**config.mk**
```make
export PLATFORM = sky130hd
export DESIGN_NAME = sreset_cfg_slave
export DESIGN_NICKNAME = d
export VERILOG_FILES = /design/src/rtl/scfg_pkg.sv /design/src/rtl/scfg_ctrl.sv /design/src/rtl/scfg_regs.sv /design/src/rtl/sreset_cfg_slave.sv
export SDC_FILE = /design/constraint.sdc
export NUM_CORES = 1
export LEC_CHECK = 0
export BUFFER_PORTS_ARGS = -buffer_cell sky130_fd_sc_hd__buf_4
export CELL_PAD_IN_SITES_DETAIL_PLACEMENT = 1
export CELL_PAD_IN_SITES_GLOBAL_PLACEMENT = 1
export CORE_UTILIZATION = 36
export CTS_BUF_LIST = sky130_fd_sc_hd__clkbuf_8
export CTS_CLUSTER_DIAMETER = 120
export DETAILED_ROUTE_END_ITERATION = 7
export PLACE_DENSITY_LB_ADDON = 0.1
export SYNTH_ARGS = -nofsm -noshare
export SYNTH_HDL_FRONTEND = slang
export SYNTH_HIERARCHICAL = 1
export SYNTH_SLANG_ARGS = --single-unit
```
**constraint.sdc**
```tcl
create_clock -name clk -period 1.1 [get_ports clk]
set_input_delay 0 -clock clk [delete_from_list [all_inputs] [get_ports clk]]
set_output_delay 0 -clock clk [all_outputs]
set_load 0.02 [all_outputs]
```
**src/rtl/scfg_pkg.sv**
```systemverilog
package scfg_pkg;

  localparam int NREG = 6;
  localparam int DW   = 32;

  // Strobes from the control section to the register datapath
  typedef struct packed {
    logic [NREG-1:0] wrSel;
    logic [NREG-1:0] rdSel;
    logic            volClr;
    logic            nvClr;
  } regStrobe_t;

  // Bits that software can store in each word
  function automatic logic [DW-1:0] wrMask(input int idx);
    case (idx)
      1:       wrMask = 32'h0000_000F;
      2:       wrMask = 32'hFFFF_FFFF;
      3:       wrMask = 32'hFFFF_FFFF;
      4:       wrMask = 32'h0000_3FFF;
      5:       wrMask = 32'h0003_FFC0;
      default: wrMask = 32'h0000_0000;
    endcase
  endfunction

endpackage

```
**src/rtl/scfg_ctrl.sv**
```systemverilog
module scfg_ctrl
  import scfg_pkg::*;
#(
  parameter int ADDR_W = 8
) (
  input  logic              clk,
  input  logic              rstN,
  input  logic              wrEn,
  input  logic              rdEn,
  input  logic [ADDR_W-3:0] wordIdx,
  input  logic              wdPeriph,
  input  logic              wdVol,
  input  logic              wdNv,
  output regStrobe_t        strb,
  output logic              periphRst
);

  localparam int IDXW = ADDR_W - 2;

  logic [NREG-1:0] hit;
  logic            volPulse;
  logic            nvPulse;
  logic            ctlWr;

  generate
    for (genvar i = 0; i < NREG; i++) begin : g_dec
      assign hit[i] = (wordIdx == IDXW'(i));
    end
  endgenerate

  assign ctlWr = wrEn && hit[0];

  always_ff @(posedge clk or negedge rstN) begin
    if (!rstN) begin
      periphRst <= 1'b1;
      volPulse  <= 1'b0;
      nvPulse   <= 1'b0;
    end else begin
      volPulse <= ctlWr && wdVol;
      nvPulse  <= ctlWr && wdNv;
      if (ctlWr) periphRst <= wdPeriph;
    end
  end

  always_comb begin
    strb.wrSel  = wrEn ? hit : '0;
    strb.rdSel  = rdEn ? hit : '0;
    strb.volClr = volPulse;
    strb.nvClr  = nvPulse;
  end

endmodule

```
**src/rtl/scfg_regs.sv**
```systemverilog
module scfg_regs
  import scfg_pkg::*;
#(
  parameter logic [15:0]               BLOCK_ID = 16'h5C21,
  parameter logic [NREG-1:0][DW-1:0]   NV_MASK  = '0
) (
  input  logic                       clk,
  input  logic                       rstN,
  input  logic [DW-1:0]              wrData,
  input  regStrobe_t                 strb,
  input  logic                       periphRst,
  output logic [NREG-1:0][DW-1:0]    wordQ,
  output logic [DW-1:0]              rdData
);

  localparam logic [DW-1:0] RST_VAL = '0;

  assign wordQ[0] = {BLOCK_ID, 7'b0, periphRst, 8'b0};

  generate
    for (genvar i = 1; i < NREG; i++) begin : g_word
      localparam logic [DW-1:0] WM = wrMask(i);
      logic [DW-1:0] nextW;

      always_comb begin
        nextW = wordQ[i];
        if (strb.wrSel[i]) nextW = (wordQ[i] & ~WM) | (wrData & WM);
        if (strb.volClr)   nextW = (nextW & NV_MASK[i])  | (RST_VAL & ~NV_MASK[i]);
        if (strb.nvClr)    nextW = (nextW & ~NV_MASK[i]) | (RST_VAL & NV_MASK[i]);
      end

      always_ff @(posedge clk or negedge rstN) begin
        if (!rstN) wordQ[i] <= RST_VAL;
        else       wordQ[i] <= nextW;
      end
    end
  endgenerate

  always_comb begin
    rdData = '0;
    for (int k = 0; k < NREG; k++) begin
      if (strb.rdSel[k]) rdData = rdData | wordQ[k];
    end
  end

endmodule

```
**src/rtl/sreset_cfg_slave.sv**
```systemverilog
module sreset_cfg_slave
  import scfg_pkg::*;
#(
  parameter int                      ADDR_W   = 8,
  parameter logic [15:0]             BLOCK_ID = 16'h5C21,
  parameter logic [NREG-1:0][DW-1:0] NV_MASK  = {32'h0, 32'h0, 32'hFFFF_0000,
                                                 32'h0, 32'h0000_000F, 32'h0}
) (
  input  logic              clk,
  input  logic              rstN,
  input  logic              wrEn,
  input  logic              rdEn,
  input  logic [ADDR_W-1:0] addr,
  input  logic [31:0]       wrData,
  output logic [31:0]       rdData,
  output logic              periphRst,
  output logic [1:0]        pllSel0,
  output logic [1:0]        pllSel1,
  output logic [31:0]       laneClkSel,
  output logic [31:0]       spareBits,
  output logic [13:0]       rxCtrl,
  output logic [4:0]        tmuxSel0,
  output logic              tmuxEn0,
  output logic [4:0]        tmuxSel1,
  output logic              tmuxEn1
);

  regStrobe_t                 strb;
  logic [NREG-1:0][DW-1:0]    wordQ;
  logic [1:0]                 unusedAddrLow;

  assign unusedAddrLow = addr[1:0];

  scfg_ctrl #(.ADDR_W(ADDR_W)) u_ctrl (
    .clk      (clk),
    .rstN     (rstN),
    .wrEn     (wrEn),
    .rdEn     (rdEn),
    .wordIdx  (addr[ADDR_W-1:2]),
    .wdPeriph (wrData[8]),
    .wdVol    (wrData[1]),
    .wdNv     (wrData[0]),
    .strb     (strb),
    .periphRst(periphRst)
  );

  scfg_regs #(.BLOCK_ID(BLOCK_ID), .NV_MASK(NV_MASK)) u_regs (
    .clk      (clk),
    .rstN     (rstN),
    .wrData   (wrData),
    .strb     (strb),
    .periphRst(periphRst),
    .wordQ    (wordQ),
    .rdData   (rdData)
  );

  assign pllSel0    = wordQ[1][1:0];
  assign pllSel1    = wordQ[1][3:2];
  assign laneClkSel = wordQ[2];
  assign spareBits  = wordQ[3];
  assign rxCtrl     = wordQ[4][13:0];
  assign tmuxEn0    = wordQ[5][6];
  assign tmuxSel0   = wordQ[5][11:7];
  assign tmuxEn1    = wordQ[5][12];
  assign tmuxSel1   = wordQ[5][17:13];

endmodule

```
==> results_tabular.tex, run 1 <==
\begin{tabular}{lr}
\hline
Metric & Value \\
\hline
\multicolumn{2}{l}{\textbf{Run status}} \\
\quad Outcome & finished with violations \\
\quad Violated checks & negative setup slack \\
\multicolumn{2}{l}{\textbf{CTS}} \\
\quad Number of clock sinks seen by CTS & 97 \\
\quad Maximum number of buffers from clock root to sink & 2 \\
\quad CTS H-tree depth & 3 \\
\quad Clock slew at reported path FFs & $\sim$0.09 ns \\
\quad Number of clock buffers inserted by TritonCTS & 9 \\
\quad Clk Tree Root Cell & sky130\_fd\_sc\_hd\_\_clkbuf\_8 \\
\quad TritonCTS clock tree & done \\
\quad Clock network latency to the later pin of the worst-skew pair & between 0.3 and 0.4 ns \\
\multicolumn{2}{l}{\textbf{Worst setup path}} \\
\quad Worst R2R End & u\_regs/wordQ[168] \\
\quad Number of cells traversed by the worst register-to-register path & 4 \\
\quad Slowest-stage cell, CP & sky130\_fd\_sc\_hd\_\_a222oi\_1 \\
\quad Highest fanout seen on the critical path & 2 \\
\quad Type of the worst setup path & flop to primary output \\
\quad Category of the worst setup path launch point & flop \\
\quad Required time of the critical path & 1.10 ns \\
\quad Peak per-stage delay on the critical path & 0.41 ns \\
\quad Critical path cell sequence & a222oi\_1, nand2\_1, buf\_6 \\
\quad Worst Setup EP & rdData[8] \\
\quad Type of element capturing the critical path & primary output \\
\quad First element of the critical path & u\_ctrl/periphRst \\
\quad Number of buffers and inverters on the critical path & 1 \\
\quad R2r startpoint & u\_regs/wordQ[168] \\
\quad Data arrival time of the worst path & $\sim$1.5 ns \\
\quad Number of logic stages on the critical path including buffering & 3 \\
\quad Flop-to-flop setup slack & approximately 0.13 ns \\
\quad Cell class contributing the biggest share of worst-path delay & compound AO/OA/AOI/OAI gates \\
\multicolumn{2}{l}{\textbf{Floorplanning}} \\
\quad Vertical die dimension & between 100 and 150 µm \\
\quad Die ar. & 13100 µm² \\
\quad Row count & 40 \\
\quad Die extent in x & between 100 and 150 µm \\
\quad IO Pins & 171 \\
\quad Initial core utilization & between 30\% and 40\% \\
\quad Core footprint & approximately 12000 µm² \\
\multicolumn{2}{l}{\textbf{Synthesis}} \\
\quad Post-synthesis instance area & 4540 µm² \\
\quad Syn. warnings & 6 \\
\quad Instance count of the mapped netlist & $\sim$410 \\
\quad Synthesized area divided by synthesized cell count & 11.2 µm² \\
\quad Post-Syn Nets & 450 \\
\multicolumn{2}{l}{\textbf{Timing}} \\
\quad Final Skew & between 0.004 and 0.005 ns \\
\quad Setup repair after global routing missed its margin & yes \\
\quad Min Hold Slack & between 0.06 and 0.07 ns \\
\quad Least setup slack across all paths after layout & -0.356 ns \\
\quad Final hold violation count & 0 \\
\quad Rel. slew slack & 73.4\% \\
\quad Final clock period utilization by the worst path & 132\% \\
\quad \# setup viols final & 34 \\
\quad Fmax & $\sim$0.7 GHz \\
\quad Max-slew violation total from the final report & 0 \\
\quad Setup TNS & -7.02 ns \\
\quad Post-layout min period & approximately 1.5 ns \\
\quad Pin slew with the least headroom to its limit & $\sim$0.4 ns \\
\multicolumn{2}{l}{\textbf{GRT}} \\
\quad Global route total overflow & 0 \\
\quad Initial antenna violation count & 0 \\
\quad Wire length of the first global-routing pass & about 25000 µm \\
\quad Global routing usage summed across all routing layers & 25.3\% \\
\quad Number of global-route vias before repair & 4422 \\
\quad Pin count of the biggest net entering global routing & 39 \\
\multicolumn{2}{l}{\textbf{Finish}} \\
\quad Area overhead of the layout relative to synthesis & 58.2\% \\
\quad Share of post-route cells with drive strength above 1 & 40.9\% \\
\quad Post-route insts no fill & 813 \\
\quad Count of fill cells added during filler insertion & 1324 \\
\quad ANT cells & 0 \\
\quad Layout net count & 684 \\
\multicolumn{2}{l}{\textbf{Route}} \\
\quad Routed length per placed instance & 19.8 µm \\
\quad Total wire length & $\sim$16000 µm \\
\quad Avg Vias per Cell & about 5 \\
\quad Post-route antenna net violation count & 0 \\
\quad Via Count & around 4.1k \\
\quad Number of DRC markers after the initial detailed-route iteration & 184 \\
\quad First-pass detailed-route iteration total & 4 \\
\quad DRC violations left & 0 \\
\multicolumn{2}{l}{\textbf{Placed design}} \\
\quad Detailed placement HPWL & slightly above 10000 µm \\
\quad Number of input and output port buffers inserted & 168 \\
\quad GP Congestion & 0.754 \\
\quad Cells after DPL & 740 \\
\multicolumn{2}{l}{\textbf{Pwr}} \\
\quad Static Leak & 3.46 nW \\
\quad VDD IR-drop max & just under 600 µV \\
\quad Total power density per cell area & $\sim$1300 nW/µm² \\
\multicolumn{2}{l}{\textbf{Hold path}} \\
\quad Min-Delay Path Class & input port to asynchronous set/reset pin \\
\multicolumn{2}{l}{\textbf{Job}} \\
\quad Max cap viols & 0 \\
\hline
\end{tabular}
[report_power, final]
group | internal (W) | switching, W | total [W]
combinational | 0.00119 | 0.00134 | 0.00253
clock | 0.000920 | 0.00121 | 0.00213
sequential | 0.00403 | 0.000427 | 0.00446
total | 0.00613 | 0.00298 | 0.00912
[worst reg2reg max path, cell delays in order (launching register included)]
cell	delay (ns)
sky130_fd_sc_hd__dfrtp_1	0.39
sky130_fd_sc_hd__buf_4	0.13
sky130_fd_sc_hd__buf_4	0.13
sky130_fd_sc_hd__mux2i_1	0.13
sky130_fd_sc_hd__nor2_1	0.07
[per-stage QoR]
| stage | power, W | worst slack (ns) | utilization [%] | cell area, µm² |
|---|---|---|---|---|
| finish | 0.00912 | -0.356 | 59.0 | 7180 |
| detailed placement | 0.00673 | -0.334 | 51.0 | 6200 |
| global route | 0.00959 | -0.426 | 59.0 | 7180 |
| global placement | 0.00663 | -0.259 | 51.0 | 6200 |
| CTS | 0.00911 | -0.359 | 57.8 | 7030 |
| floorplan | 0.00545 | -0.193 | - | 4550 |
[sequential cells by signal (all words and copies together), names as in the netlist]
signal	flops
u_regs/wordQ	94
u_ctrl/nvPulse	1
u_ctrl/periphRst	1
u_ctrl/volPulse	1
[cell usage in the layout (no fill, tap or decap), drive strengths merged]
master / instances
or4: 1
nor2b: 1
nor3: 1
dfrtp: 96
a21oi: 1
a22oi: 24
and4: 2
mux2: 1
dlygate4sd3: 33
clkinv: 3
buf: 221
nand2: 16
or3b: 1
nand3b: 1
clkbuf: 12
nand3: 1
a22o: 9
nor2: 106
a222oi: 6
a221o: 5
inv: 7
and2: 2
mux2i: 94
dfstp: 1
[how the worst min path moves through the flow]
| stage | endpoint | startpoint | cells after the start | slack, ns |
|---|---|---|---|---|
| 3_3_place_gp | u_regs/wordQ[34] | rstN | 1 | -0.08 |
| 4_1_cts | u_regs/wordQ[34] | rstN | 2 | 0.06 |
| 5_1_grt | u_regs/wordQ[34] | rstN | 2 | 0.09 |
| 3_5_place_dp | u_regs/wordQ[34] | rstN | 1 | -0.08 |
| 2_1_floorplan | u_ctrl/nvPulse | rstN | 0 | -0.30 |
| 6_report | u_regs/wordQ[34] | rstN | 2 | 0.06 |
[metal layers]
layer	vias up	track usage [%]	routed length (µm)
met5	-	0	0
met4	0	9.70	260
met3	18	3.97	625
met2	123	43.2	8270
met1	2107	32.2	6960
li1	1880	-	-
[what timing repair did]
action                                  CTS  global route
endpoints found under the hold margin   194             0
buffers inserted                         20             2
cloned                                    1             1
hold buffers                             33             0
gates resized for setup                  39            25
endpoints found under the setup margin   32            43
pin swaps                                14            12
[area by class of cell]
class	count	area [µm²]	area share, %
Clock buffer	11	151	2.11
Timing Repair Buffer	255	2360	32.9
Sequential cell	97	2430	33.8
Multi-Input combinational cell	272	1990	27.7
Clock inverter	5	22.5	0.314
Inverter	5	18.8	0.261
Tap cell	168	210	2.93
Note: power is estimated with default switching activity, not from simulation.
==> inputs of run 2 (changes only) <==
--- a/config.mk
+++ b/config.mk
@@ -6,6 +6,7 @@
 export NUM_CORES = 1
 export LEC_CHECK = 0
 export BUFFER_PORTS_ARGS = -buffer_cell sky130_fd_sc_hd__buf_4
+export CAP_MARGIN = 20
 export CELL_PAD_IN_SITES_DETAIL_PLACEMENT = 1
 export CELL_PAD_IN_SITES_GLOBAL_PLACEMENT = 1
 export CORE_UTILIZATION = 36
==> constraint.sdc (replaced) <==
create_clock -name clk -period 1.25 [get_ports clk]
set_input_delay 0 -clock clk [delete_from_list [all_inputs] [get_ports clk]]
set_output_delay 0 -clock clk [all_outputs]
set_load 0.02 [all_outputs]
==> results_tabular.tex, run 2 (synthesis gave the netlist of run 1 again) <==
\begin{tabular}{lr}
\hline
Metric & Value \\
\hline
\multicolumn{2}{l}{\textbf{Run status}} \\
\quad Outcome & finished with violations \\
\quad Violated checks & negative setup slack \\
\multicolumn{2}{l}{\textbf{Finish}} \\
\quad Area overhead of the layout relative to synthesis & 60.5\% \\
\quad Largest reg by FF count & u\_regs/wordQ \\
\quad Count of fill cells added during filler insertion & 1313 (-0.83\%) \\
\quad Max reg flops & 94 (unchanged) \\
\quad Commonest non-fill, non-tap cell in the layout & sky130\_fd\_sc\_hd\_\_buf\_4 \\
\quad Layout net count & 699 (+2.2\%) \\
\quad ANT cells & 0 (unchanged) \\
\quad Share of post-route cells with drive strength above 1 & 43.0\% (+2.1 points) \\
\quad Most frequent cells in the layout & sky130\_fd\_sc\_hd\_\_buf\_4, sky130\_fd\_sc\_hd\_\_nor2\_1, sky130\_fd\_sc\_hd\_\_dfrtp\_1 \\
\multicolumn{2}{l}{\textbf{Route}} \\
\quad DRC violations left & 0 (unchanged) \\
\quad Via Count & 4199 (+1.7\%) \\
\quad Post-route antenna net violation count & 0 (unchanged) \\
\quad Routed length per placed instance & 19.0 µm (-4.0\%) \\
\quad Avg Vias per Cell & 5.07 (-0.12\%) \\
\quad Number of DRC markers after the initial detailed-route iteration & 177 (-3.8\%) \\
\quad First-pass detailed-route iteration total & 7 (+3) \\
\quad Total wire length & 15800 µm (-2.2\%) \\
\multicolumn{2}{l}{\textbf{Floorplanning}} \\
\quad Vertical die dimension & 114 µm (unchanged) \\
\quad Row count & 40 (unchanged) \\
\quad IO Pins & 171 (unchanged) \\
\quad Initial core utilization & 37.3\% (unchanged) \\
\quad Die ar. & 13100 µm² (unchanged) \\
\quad Die extent in x & 114 µm (unchanged) \\
\quad Core footprint & 12200 µm² (unchanged) \\
\multicolumn{2}{l}{\textbf{GRT}} \\
\quad Global routing usage summed across all routing layers & 25.1\% (-0.17 points) \\
\quad Number of global-route vias before repair & 4501 (+1.8\%) \\
\quad Global route total overflow & 0 (unchanged) \\
\quad Initial antenna violation count & 0 (unchanged) \\
\quad Wire length of the first global-routing pass & 24700 µm (-0.64\%) \\
\quad Pin count of the biggest net entering global routing & 50 (+28\%) \\
\multicolumn{2}{l}{\textbf{Pwr}} \\
\quad Total power density per cell area & 1170 nW/µm² (-8.1\%) \\
\quad Static Leak & 3.53 nW (+2.0\%) \\
\quad VDD IR-drop max & 869 µV (+46\%) \\
\multicolumn{2}{l}{\textbf{Timing}} \\
\quad Max-slew violation total from the final report & 0 (unchanged) \\
\quad \# setup viols final & 17 (-50\%) \\
\quad Min Hold Slack & 0.129 ns (+0.0666 ns) \\
\quad Post-layout min period & roughly 1.5 ns \\
\quad Setup repair after global routing missed its margin & yes \\
\quad Final Skew & 0.0123 ns (+0.00791 ns) \\
\quad Final clock period utilization by the worst path & 117\% \\
\quad Setup TNS & -1.15 ns (+5.86 ns) \\
\quad Rel. slew slack & 72.2\% (-1.1 points) \\
\quad Fmax & slightly below 0.7 GHz \\
\quad Final hold violation count & 0 (unchanged) \\
\quad Pin slew with the least headroom to its limit & 0.417 ns (+0.0171 ns) \\
\quad Least setup slack across all paths after layout & -0.211 ns (+0.145 ns) \\
\multicolumn{2}{l}{\textbf{Job}} \\
\quad Max cap viols & 0 (unchanged) \\
\multicolumn{2}{l}{\textbf{Hold path}} \\
\quad Min-Delay Path Class & input port to asynchronous set/reset pin \\
\multicolumn{2}{l}{\textbf{Worst setup path}} \\
\quad Data arrival time of the worst path & 1.46 ns (about the same) \\
\quad Peak per-stage delay on the critical path & 0.41 ns (about the same) \\
\quad Type of the worst setup path & flop to primary output \\
\quad Highest fanout seen on the critical path & 2 (unchanged) \\
\quad Required time of the critical path & 1.25 ns (+0.15 ns) \\
\quad Critical path cell sequence & a222oi\_1, nand2\_1, buf\_6 \\
\quad Category of the worst setup path launch point & flop \\
\quad Type of element capturing the critical path & primary output \\
\quad Cell class contributing the biggest share of worst-path delay & flip-flops \\
\quad Number of buffers and inverters on the critical path & 1 (unchanged) \\
\quad Slowest-stage cell, CP & sky130\_fd\_sc\_hd\_\_dfrtp\_1 \\
\multicolumn{2}{l}{\textbf{Placed design}} \\
\quad Detailed placement HPWL & 10200 µm (-1.1\%) \\
\quad GP Congestion & 0.782 (+3.6\%) \\
\quad Post-placement worst setup slack & -0.179 ns (+0.155 ns) \\
\quad Number of input and output port buffers inserted & 168 (unchanged) \\
\multicolumn{2}{l}{\textbf{CTS}} \\
\quad Number of clock buffers inserted by TritonCTS & 9 (unchanged) \\
\quad Clock network latency to the later pin of the worst-skew pair & 0.39 ns (+0.02 ns) \\
\quad TritonCTS clock tree & done \\
\quad Maximum number of buffers from clock root to sink & 2 (unchanged) \\
\quad Clk Tree Root Cell & sky130\_fd\_sc\_hd\_\_clkbuf\_8 \\
\quad CTS H-tree depth & 3 (unchanged) \\
\quad Number of clock sinks seen by CTS & 97 (unchanged) \\
\quad Clock slew at reported path FFs & 0.10 ns (about the same) \\
\hline
\end{tabular}
==> run 2: final timing paths <==
path	slack, ns	cells after the start	end	start
min reg2reg	0.57	2	u_regs/wordQ[119]	u_regs/wordQ[119]
max	-0.21	3	rdData[8]	u_regs/wordQ[168]
max reg2reg	0.25	4	u_regs/wordQ[85]	u_regs/wordQ[85]
max in group asynchronous	0.82	3	u_ctrl/periphRst	rstN
min in group clk	0.18	5	u_ctrl/volPulse	addr[4]
min	0.13	3	u_regs/wordQ[98]	rstN
==> run 2: where the power goes <==
group	switching (W)	internal (W)	total, W
logic	0.00121	0.00107	0.00228
clock network	0.00117	0.00114	0.00232
registers	0.000364	0.00355	0.00391
==> run 2: through the flow <==
step	power (W)	util (%)	cells	cell area [µm²]
3_3_place_gp	0.00583	50.9	743	6190
5_1_grt	0.00890	59.9	828	7290
6_report	0.00850	59.9	828	7290
4_1_cts	0.00854	59.3	822	7210
2_1_floorplan	0.00480	-	406	4540
3_5_place_dp	0.00591	50.9	743	6190
==> run 2: layout make-up <==
| class | instances | area (µm²) | share of cell area [%] |
|---|---|---|---|
| inverters | 5 | 18.8 | 0.258 |
| repair buffers | 270 | 2400 | 33.0 |
| clock buffers | 9 | 124 | 1.70 |
| multi-input cells | 272 | 2000 | 27.4 |
| well taps | 168 | 210 | 2.88 |
| clock inverters | 7 | 101 | 1.39 |
| flip-flops and latches | 97 | 2430 | 33.3 |
==> run 2: worst reg2reg max path: cells and delay by family (launching register included) <==
kind	cells	cell delay, ns
and+or+nand+nor	1	0.06
muxes	1	0.17
buffers and inverters	2	0.27
DFF	1	0.39
==> run 2: metal layers <==
| layer | track usage (%) | part of all wire, % | vias up |
|---|---|---|---|
| met5 | 0 | 0 | - |
| met4 | 9.61 | 1.9 | 0 |
| met3 | 4.87 | 4.1 | 19 |
| met2 | 43.8 | 52 | 115 |
| met1 | 30.7 | 42 | 2149 |
| li1 | - | - | 1916 |
==> run 2: what timing repair did <==
| item | 4_1_cts | 5_1_grt |
|---|---|---|
| cloned | 2 | 0 |
| hold buffers | 33 | 0 |
| pin swaps | 33 | 6 |
| resized for setup | 52 | 10 |
| hold endpoints to repair | 194 | 0 |
| setup buffers | 29 | 6 |
| setup endpoints to repair | 32 | 32 |
==> inputs of run 3 (changes only) <==
--- a/config.mk
+++ b/config.mk
@@ -13,6 +13,7 @@
 export CTS_BUF_LIST = sky130_fd_sc_hd__clkbuf_8
 export CTS_CLUSTER_DIAMETER = 120
 export DETAILED_ROUTE_END_ITERATION = 7
+export GPL_TIMING_DRIVEN = 0
 export PLACE_DENSITY_LB_ADDON = 0.1
 export SYNTH_ARGS = -nofsm -noshare
 export SYNTH_HDL_FRONTEND = slang
==> results_tabular.tex, run 3 (synthesis gave the netlist of run 1 again) <==
\begin{tabular}{lr}
\hline
Metric & Value \\
\hline
\multicolumn{2}{l}{\textbf{Floorplanning}} \\
\quad Die ar. & 13100 µm² (unchanged) \\
\quad Vertical die dimension & 114 µm (unchanged) \\
\quad IO Pins & 171 (unchanged) \\
\quad Row count & 40 (unchanged) \\
\quad Die extent in x & 114 µm (unchanged) \\
\quad Initial core utilization & 37.3\% (unchanged) \\
\quad Core footprint & 12200 µm² (unchanged) \\
\multicolumn{2}{l}{\textbf{CTS}} \\
\quad TritonCTS clock tree & done \\
\quad Clock slew at reported path FFs & 0.08 ns (-0.02 ns) \\
\quad Maximum number of buffers from clock root to sink & 2 (unchanged) \\
\quad Number of clock buffers inserted by TritonCTS & 9 (unchanged) \\
\quad Clk Tree Root Cell & sky130\_fd\_sc\_hd\_\_clkbuf\_8 \\
\quad Number of clock sinks seen by CTS & 97 (unchanged) \\
\quad Clock network latency to the later pin of the worst-skew pair & 0.36 ns (-0.03 ns) \\
\quad CTS H-tree depth & 3 (unchanged) \\
\multicolumn{2}{l}{\textbf{Finish}} \\
\quad ANT cells & 0 (unchanged) \\
\quad Final core utilization & 57.2\% (-2.7 points) \\
\quad Share of post-route cells with drive strength above 1 & 39.8\% (-3.3 points) \\
\quad Storage cell area & 2430 µm² (about the same) \\
\quad Area used by multi-input combinational logic & 1960 µm² (-1.9\%) \\
\quad Post-route insts no fill & 812 (-1.9\%) \\
\quad Area overhead of the layout relative to synthesis & 53.2\% \\
\quad Count of fill cells added during filler insertion & 1345 (+2.4\%) \\
\quad Largest reg by FF count & u\_regs/wordQ \\
\quad Commonest non-fill, non-tap cell in the layout & sky130\_fd\_sc\_hd\_\_buf\_4 \\
\quad Layout net count & 686 (-1.9\%) \\
\quad Area of all placed cells without fillers & 6950 µm² (-4.6\%) \\
\quad Max reg flops & 94 (unchanged) \\
\quad Most frequent cells in the layout & sky130\_fd\_sc\_hd\_\_buf\_4, sky130\_fd\_sc\_hd\_\_nor2\_1, sky130\_fd\_sc\_hd\_\_dfrtp\_1 \\
\multicolumn{2}{l}{\textbf{Route}} \\
\quad Total wire length & 16400 µm (+3.8\%) \\
\quad Post-route antenna net violation count & 0 (unchanged) \\
\quad Via Count & 4119 (-1.9\%) \\
\quad Routed length per placed instance & 20.1 µm (+5.8\%) \\
\quad First-pass detailed-route iteration total & 5 (-2) \\
\quad Number of DRC markers after the initial detailed-route iteration & 228 (+29\%) \\
\quad Avg Vias per Cell & 5.07 (about the same) \\
\quad DRC violations left & 0 (unchanged) \\
\multicolumn{2}{l}{\textbf{Timing}} \\
\quad Final Skew & 0.00803 ns (-0.00427 ns) \\
\quad Pin slew with the least headroom to its limit & 0.639 ns (+0.222 ns) \\
\quad Final hold violation count & 0 (unchanged) \\
\quad \# setup viols final & 29 (+12) \\
\quad Least setup slack across all paths after layout & -0.113 ns (+0.0981 ns) \\
\quad Fmax & 0.734 GHz (+7.2\%) \\
\quad Setup repair after global routing missed its margin & yes \\
\quad Rel. slew slack & 57.4\% (-15 points) \\
\quad Post-layout min period & 1.36 ns (-0.0981 ns) \\
\quad Final clock period utilization by the worst path & 109\% (-7.9 points) \\
\quad Max-slew violation total from the final report & 0 (unchanged) \\
\multicolumn{2}{l}{\textbf{GRT}} \\
\quad Global route total overflow & 0 (unchanged) \\
\quad Initial antenna violation count & 0 (unchanged) \\
\quad Number of global-route vias before repair & 4358 (-3.2\%) \\
\quad Global routing usage summed across all routing layers & 25.7\% (+0.54 points) \\
\quad Pin count of the biggest net entering global routing & 60 (+20\%) \\
\quad Wire length of the first global-routing pass & 25000 µm (+1.4\%) \\
\multicolumn{2}{l}{\textbf{Placed design}} \\
\quad Detailed placement HPWL & 11100 µm (+8.8\%) \\
\quad Number of input and output port buffers inserted & 168 (unchanged) \\
\quad GP Congestion & 0.784 (+0.27\%) \\
\quad Placed cell areas & 6040 µm² (-2.5\%) \\
\quad Cells after DPL & 743 (unchanged) \\
\multicolumn{2}{l}{\textbf{Worst setup path}} \\
\quad Required time of the critical path & 1.25 ns (about the same) \\
\quad Type of the worst setup path & flop to primary output \\
\quad Flop-to-flop setup slack & 0.06 ns (-0.19 ns) \\
\quad Highest fanout seen on the critical path & 2 (unchanged) \\
\quad Type of element capturing the critical path & primary output \\
\quad Data arrival time of the worst path & 1.36 ns (-0.10 ns) \\
\quad Category of the worst setup path launch point & flop \\
\multicolumn{2}{l}{\textbf{Hold path}} \\
\quad Min-Delay Path Class & input port to flop \\
\multicolumn{2}{l}{\textbf{Run status}} \\
\quad Outcome & finished with violations \\
\quad Violated checks & negative setup slack \\
\multicolumn{2}{l}{\textbf{Pwr}} \\
\quad VDD IR-drop max & 709 µV (-18\%) \\
\quad Static Leak & 3.41 nW (-3.3\%) \\
\quad Total power density per cell area & 1130 nW/µm² (-3.2\%) \\
\multicolumn{2}{l}{\textbf{Job}} \\
\quad Max cap viols & 0 (unchanged) \\
\hline
\end{tabular}
[run 3: area by class of cell]
type / instances / area share [%]
timing repair buffer: 226 / 27.6
tap: 168 / 3.02
sequential: 97 / 34.9
multi-input combinational: 272 / 28.2
inverter: 5 / 0.270
clock inverter: 3 / 0.180
buffer: 31 / 3.87
clock buffer: 10 / 1.98
[run 3: path summary, 6_finish.rpt]
path | from | to | depth (start not counted)
max | u_ctrl/periphRst | rdData[8] | 3
max reg2reg | u_ctrl/volPulse | u_regs/wordQ[69] | 3
min in group asynchronous | rstN | u_regs/wordQ[98] | 2
max in group asynchronous | rstN | u_ctrl/periphRst | 3
min | addr[5] | u_ctrl/volPulse | 4
min reg2reg | u_regs/wordQ[93] | u_regs/wordQ[93] | 2
[run 3: worst max-delay path, stage by stage (launching register included)]
cell and delay (ns):
sky130_fd_sc_hd__dfstp_2 0.38, sky130_fd_sc_hd__a222oi_1 0.36, sky130_fd_sc_hd__nand2_1 0.12, sky130_fd_sc_hd__buf_6 0.15
[run 3: report_power, final]
part / switching, W / internal, W
sequential: 0.000354 / 0.00355
clock: 0.00105 / 0.000730
combinational: 0.00117 / 0.00100
total: 0.00258 / 0.00528
[run 3: routing by layer]
| layer | vias to the layer above | GRT usage, % | part of all wire (%) |
|---|---|---|---|
| met5 | - | 0 | 0 |
| met4 | 0 | 8.05 | 1.5 |
| met3 | 19 | 4.76 | 5.4 |
| met2 | 134 | 43.9 | 50 |
| met1 | 2081 | 32.9 | 43 |
| li1 | 1885 | - | - |
[run 3: timing repair]
action	4_1_cts	5_1_grt
hold buffers	33	0
cloned	1	0
setup endpoints to repair	52	37
buffers inserted	20	4
pin swaps	27	5
gates resized for setup	62	13
endpoints found under the hold margin	135	0
[run 3: stage by stage]
stage               worst slack [ns]  setup TNS (ns)  hold WS, ns  total power (W)
floorplan                    -0.0431          -0.647       -0.296          0.00480
global placement              -0.760          -25.53        0.259          0.00580
detailed placement            -0.776          -28.79       0.0300          0.00589
CTS                           -0.144           -1.57       0.0798          0.00789
global route                  -0.206           -3.54       0.0965          0.00823
finish                        -0.113           -1.44        0.103          0.00786
